File: config.mk
export PLATFORM = sky130hd
export DESIGN_NAME = ptr_dma
export DESIGN_NICKNAME = d
export VERILOG_FILES = /design/src/rtl/ptr_dma.sv
export SDC_FILE = /design/constraint.sdc
export NUM_CORES = 1
export LEC_CHECK = 0
export BUFFER_PORTS_ARGS = -buffer_cell sky130_fd_sc_hd__buf_2
export CAP_MARGIN = 10
export CORE_ASPECT_RATIO = 2
export CORE_MARGIN = 2
export CORE_UTILIZATION = 40
export CTS_CLUSTER_DIAMETER = 60
export DETAILED_ROUTE_END_ITERATION = 8
export GPL_TIMING_DRIVEN = 1
export HOLD_SLACK_MARGIN = 0.1
export SLEW_MARGIN = 20
export SYNTH_ARGS = -nofsm -noshare
export SYNTH_HDL_FRONTEND = slang
export SYNTH_SLANG_ARGS = --single-unit
File: constraint.sdc
create_clock -name clk -period 12.7 [get_ports clk]
set_clock_uncertainty 0.1 [all_clocks]
set_input_delay 2.54 -clock clk [delete_from_list [all_inputs] [get_ports clk]]
set_output_delay 2.54 -clock clk [all_outputs]
set_load 0.1 [all_outputs]
File: src/rtl/ptr_dma.sv
module ptr_dma #(
  parameter int AW    = 24,
  parameter int DW    = 32,
  parameter int DEPTH = 8
) (
  input  logic                       clk,
  input  logic                       rst_n,
  input  logic                       pair_push,
  input  logic [AW-1:0]              pair_lo,
  input  logic [AW-1:0]              pair_hi,
  input  logic                       go,
  output logic                       busy,
  output logic                       irq,
  output logic                       err_empty,
  output logic                       err_range,
  output logic [$clog2(DEPTH):0]     pairs_left,
  output logic [AW:0]                win_bytes,
  input  logic                       in_valid,
  input  logic [DW-1:0]              in_data,
  output logic                       in_ready,
  output logic                       mem_valid,
  output logic [AW-1:0]              mem_addr,
  output logic [DW-1:0]              mem_data,
  input  logic                       mem_ready
);
  localparam int WW = AW - 2;
  localparam int PW = $clog2(DEPTH);
  localparam int CW = PW + 1;

  typedef enum logic [1:0] {IDLE, LOAD, XFER} st_t;
  st_t st;

  logic [WW-1:0] q_lo [DEPTH];
  logic [WW-1:0] q_hi [DEPTH];
  logic [PW-1:0] rd_p, wr_p;
  logic [CW-1:0] cnt;
  logic [WW-1:0] cur, stop_w;

  wire [WW-1:0] head_lo = q_lo[rd_p];
  wire [WW-1:0] head_hi = q_hi[rd_p];
  wire          bad     = head_hi < head_lo;
  wire [WW:0]   nwords  = {1'b0, head_hi} - {1'b0, head_lo} + 1'b1;
  wire          fire    = (st == XFER) && in_valid && mem_ready;
  wire          last    = fire && (cur == stop_w);
  wire          push_ok = pair_push && !go && (st == IDLE) && (cnt != CW'(DEPTH));
  wire          unused_lsb = ^{pair_lo[1:0], pair_hi[1:0]};

  function automatic logic [PW-1:0] nxt(input logic [PW-1:0] p);
    return (p == PW'(DEPTH - 1)) ? '0 : p + 1'b1;
  endfunction

  assign busy       = st != IDLE;
  assign pairs_left = cnt;
  assign mem_valid  = (st == XFER) && in_valid;
  assign in_ready   = (st == XFER) && mem_ready;
  assign mem_addr   = {cur, 2'b00};
  assign mem_data   = in_data;

  always_ff @(posedge clk) begin
    if (push_ok) begin
      q_lo[wr_p] <= pair_lo[AW-1:2];
      q_hi[wr_p] <= pair_hi[AW-1:2];
    end
  end

  always_ff @(posedge clk) begin
    if (!rst_n) begin
      st <= IDLE; rd_p <= '0; wr_p <= '0; cnt <= '0;
      irq <= 1'b0; err_empty <= 1'b0; err_range <= 1'b0;
      cur <= '0; stop_w <= '0; win_bytes <= '0;
    end else begin
      if (push_ok) begin
        wr_p <= nxt(wr_p);
        cnt  <= cnt + 1'b1;
      end
      case (st)
        IDLE: if (go) begin
          irq <= 1'b0; err_range <= 1'b0;
          err_empty <= (cnt == '0);
          if (cnt != '0) st <= LOAD;
        end
        LOAD: if (bad) begin
          err_range <= 1'b1; st <= IDLE;
          cnt <= '0; rd_p <= '0; wr_p <= '0;
        end else begin
          cur <= head_lo; stop_w <= head_hi;
          win_bytes <= {nwords, 2'b00};
          rd_p <= nxt(rd_p); cnt <= cnt - 1'b1;
          st <= XFER;
        end
        XFER: if (fire) begin
          cur <= cur + 1'b1;
          if (last) begin
            if (cnt == '0) begin st <= IDLE; irq <= 1'b1; end
            else st <= LOAD;
          end
        end
        default: st <= IDLE;
      endcase
    end
  end


  idle_quiet_chk: assert property (@(posedge clk) disable iff (!rst_n)
    !busy |-> (!mem_valid && !in_ready));

  addr_step_chk: assert property (@(posedge clk) disable iff (!rst_n)
    (fire && !last) |=> (mem_addr == $past(mem_addr) + AW'(4)));

  addr_window_chk: assert property (@(posedge clk) disable iff (!rst_n)
    mem_valid |-> (mem_addr[AW-1:2] <= stop_w));

  queue_bound_chk: assert property (@(posedge clk) disable iff (!rst_n)
    pairs_left <= CW'(DEPTH));

  irq_idle_chk: assert property (@(posedge clk) disable iff (!rst_n)
    $rose(irq) |-> !busy);

  empty_idle_chk: assert property (@(posedge clk) disable iff (!rst_n)
    $rose(err_empty) |-> (!busy && pairs_left == '0));
endmodule

==> results.json <==
{
  "outcome": "completed",
  "place.gp.congestion": 0.8811,
  "io_buffers": 104,
  "grt_usage_pct": 18.49,
  "first_global_vias": 11590,
  "synth-edff-count": 352,
  "timing.fmax_mhz": 168.5,
  "layout-drive-gt1-share_pct": 22.97,
  "synth_ff_type": "edfxtp_1",
  "ys_warn_count": 0,
  "synth_area_leaders": "edfxtp_1, mux4_2, dfxtp_1",
  "clk_path_buf_depth": 3,
  "die_h_um": 314.7,
  "hold_viol_final": 0,
  "rsz0062_at_grt": "false",
  "drtPass1Iterations": 5,
  "core_um2": 47650,
  "initial_core_util_pct": 40.53,
  "ant_nets": 0,
  "slew_headroom_pct": 42.69,
  "numCtsBuffers": 38,
  "fin_crit_sh_pct": 46.73,
  "wl_per_cell_um": 22.93,
  "critPathKind": "register to register",
  "antenna_found_initial": 7,
  "crit_path_cell_trace": "buf_4 -> buf_4 -> mux4_2 -> mux2i_1 -> ha_1 -> inv_1 -> fa_1 -> o21bai_1 -> o21ai_0 -> and3b_1 -> nor2_4 -> buf_4 -> nand3_1 -> a21oi_1",
  "worst_setup_path_start_kind": "register",
  "synth_top_cell_by_area": "edfxtp_1",
  "synth_seq_cells": 437,
  "cts_tree": "yes",
  "antenna_cells": 0,
  "syn_to_final_growth_pct": 11.38,
  "critPathTopFamily": "buffers and inverters",
  "clkSlewWorstSetupHoldPaths_ns": 0.07,
  "clkSinkCount": 437,
  "cts-resized-gates": 0,
  "die_w_um": 159.4,
  "clockRootBuffer": "clkbuf_16",
  "tightestPinTransition_ns": 0.8357,
  "ys_seq_area_share_pct": 63.55,
  "crit_path_end_kind": "register",
  "synth-compound-area-share_pct": 6.421,
  "cp_common_cell": "buf_4",
  "peakVddDrop_mv": 0.08252,
  "crit_required_ns": 13.07,
  "post-route-util_pct": 45.14,
  "avgSynthCellArea_um2": 14.88,
  "layout.nets": 1516,
  "power_density_nw_per_um2": 149.0,
  "num_io_pins": 177,
  "cp_slowest_cell": "buf_4",
  "cts_setup_buffers": 0,
  "p_leak_nw": 7.231,
  "cap_violations": 0,
  "grt_pass1_wl_mm": 70.08,
  "drt_wl_total_mm": 46.44,
  "yosysUniqueCellTypes": 65,
  "grt_max_degree": 60,
  "final_common_cell": "edfxtp_1",
  "drt-vias-per-instance": 5.501,
  "synthAdderAreaFrac_pct": 4.639,
  "cpPeakStageDelay_ns": 0.78,
  "final_cell_mix": "edfxtp_1, buf_2, mux4_2",
  "worstPathArrival_ns": 6.31,
  "slew_viol_final": 0,
  "clk_latency_ns": 0.54,
  "crit_fanout": 59,
  "cts-htree-levels": 2,
  "synthXorXnorAreaFrac_pct": 1.769,
  "setup-violations-final": 0,
  "cts_hold_buf": 0,
  "syn-instance-count": 1298,
  "yosys.area.top_type_share_pct": 54.74,
  "synth_top_family_by_area": "multiplexers",
  "yosys.area_share.simple_pct": 7.263,
  "num_rows": 113,
  "drt_iter0_markers": 799,
  "grt_overflow": 0,
  "hp-class": "register to register",
  "syn_area_um2": 19310,
  "place_hpwl_mm": 30.34,
  "synth.area.mux_share_pct": 12.87,
  "die_area_um2": 50160,
  "drc_errors": 0,
  "async_flop_share_pct": 0,
  "vias": 11140,
  "path_buf_inv": 4,
  "final.setup.tns_ns": 0,
  "fin_crit_ns": 5.934
}
-- layer usage --
| layer | wire length (µm) | global-route usage [%] | vias to the layer above |
|---|---|---|---|
| li1 | - | - | 5069 |
| met1 | 17610 | 20.70 | 5644 |
| met2 | 24530 | 34.25 | 301 |
| met3 | 2204 | 3.236 | 116 |
| met4 | 2033 | 8.285 | 10 |
| met5 | 58 | 0 | - |
-- area by class of cell --
cell class | instances | area [µm²]
inverters | 34 | 127.6
clock buffers | 50 | 1027
multi-input cells | 730 | 6441
flip-flops and latches | 437 | 12280
fillers | 4280 | 26140
repair buffers | 124 | 670.6
clock inverters | 18 | 170.2
well taps | 632 | 790.8
-- path summary, 6_finish.rpt --
kind / end / from / slack (ns) / cells past startpoint
hold reg to reg: win_bytes[6]$_SDFFE_PN0P_ / win_bytes[6]$_SDFFE_PN0P_ / 0.35 / 2
hold / removal: win_bytes[6]$_SDFFE_PN0P_ / win_bytes[6]$_SDFFE_PN0P_ / 0.35 / 2
setup / recovery: cur[0]$_SDFFE_PN0P_ / register / 6.77 / 14
setup reg to reg: cur[0]$_SDFFE_PN0P_ / register / 6.77 / 14
-- worst reg2reg max path: stages, from the launching register on --
cell and delay [ns]:
dfxtp_4 0.48, buf_4 0.68, buf_4 0.83, mux4_2 0.66, mux2i_1 0.46, ha_1 0.28
inv_1 0.06, fa_1 0.37, o21bai_1 0.14, o21ai_0 0.28, and3b_1 0.36, nor2_4 0.11
buf_4 0.53, nand3_1 0.34, a21oi_1 0.20
-- power breakdown --
group	total [mW]	switching, mW	leakage [nW]	internal [mW]
registers	1.60	0.0220	3.87	1.58
clock network	1.13	0.514	0.582	0.617
logic	0.473	0.312	2.78	0.161
-- registers in the layout (all words and copies together), names as in the netlist, 2 cells and up, named ones only --
name,cells
cur,22
stop_w,22
rd_p,3
pairs_left,4
q_lo,176
st,2
q_hi,176
wr_p,3
win_bytes,23
-- stage by stage --
stage | total power, mW | cells | area [µm²] | setup slack [ns] | hold WS (ns)
floorplan | 2.028 | 1301 | 19320 | 4.432 | 0.3496
global placement | 2.097 | 1957 | 20310 | 6.490 | 0.3415
detailed placement | 2.108 | 1957 | 20310 | 6.457 | 0.3427
CTS | 3.240 | 2025 | 21510 | 6.439 | 0.3516
global route | 3.331 | 2025 | 21510 | 6.242 | 0.3810
finish | 3.205 | 2025 | 21510 | 6.766 | 0.3485
-- cells by family after synthesis --
family                   count (synthesis)
XOR/XNOR                                39
other                                    1
buffers and inverters                  134
multiplexers                           135
AND/OR/NAND/NOR                        291
adder cells (fa/ha/maj)                 65
AO/OA/AOI/OAI                          196
flip-flops                             437
-- cell usage after synthesis, types with 3 or more instances --
| library cell | number |
|---|---|
| nand4b_1 | 3 |
| buf_1 | 7 |
| o221a_2 | 7 |
| a21o_1 | 4 |
| a21oi_1 | 83 |
| nor3b_1 | 3 |
| a21boi_0 | 3 |
| a211oi_1 | 14 |
| xor2_1 | 12 |
| mux2i_1 | 20 |
| nor2b_1 | 11 |
| a31oi_1 | 8 |
| and3_1 | 8 |
| o211ai_1 | 5 |
| nand4_1 | 11 |
| o21ai_0 | 36 |
| nor2_1 | 79 |
| nand2_1 | 75 |
| xnor2_1 | 27 |
| inv_1 | 34 |
| and4_1 | 3 |
| fa_1 | 11 |
| nor3_1 | 35 |
| o22ai_1 | 5 |
| mux2_2 | 27 |
| buf_4 | 39 |
| o21a_1 | 10 |
| nand2b_1 | 6 |
| buf_2 | 16 |
| ha_1 | 54 |
| clkbuf_1 | 38 |
| nand3b_1 | 3 |
| mux4_2 | 88 |
| o32ai_1 | 3 |
| edfxtp_1 | 352 |
| nand3_1 | 34 |
| and2_1 | 4 |
| nor4_1 | 4 |
| dfxtp_1 | 85 |
(Power assumes the default switching activity.)
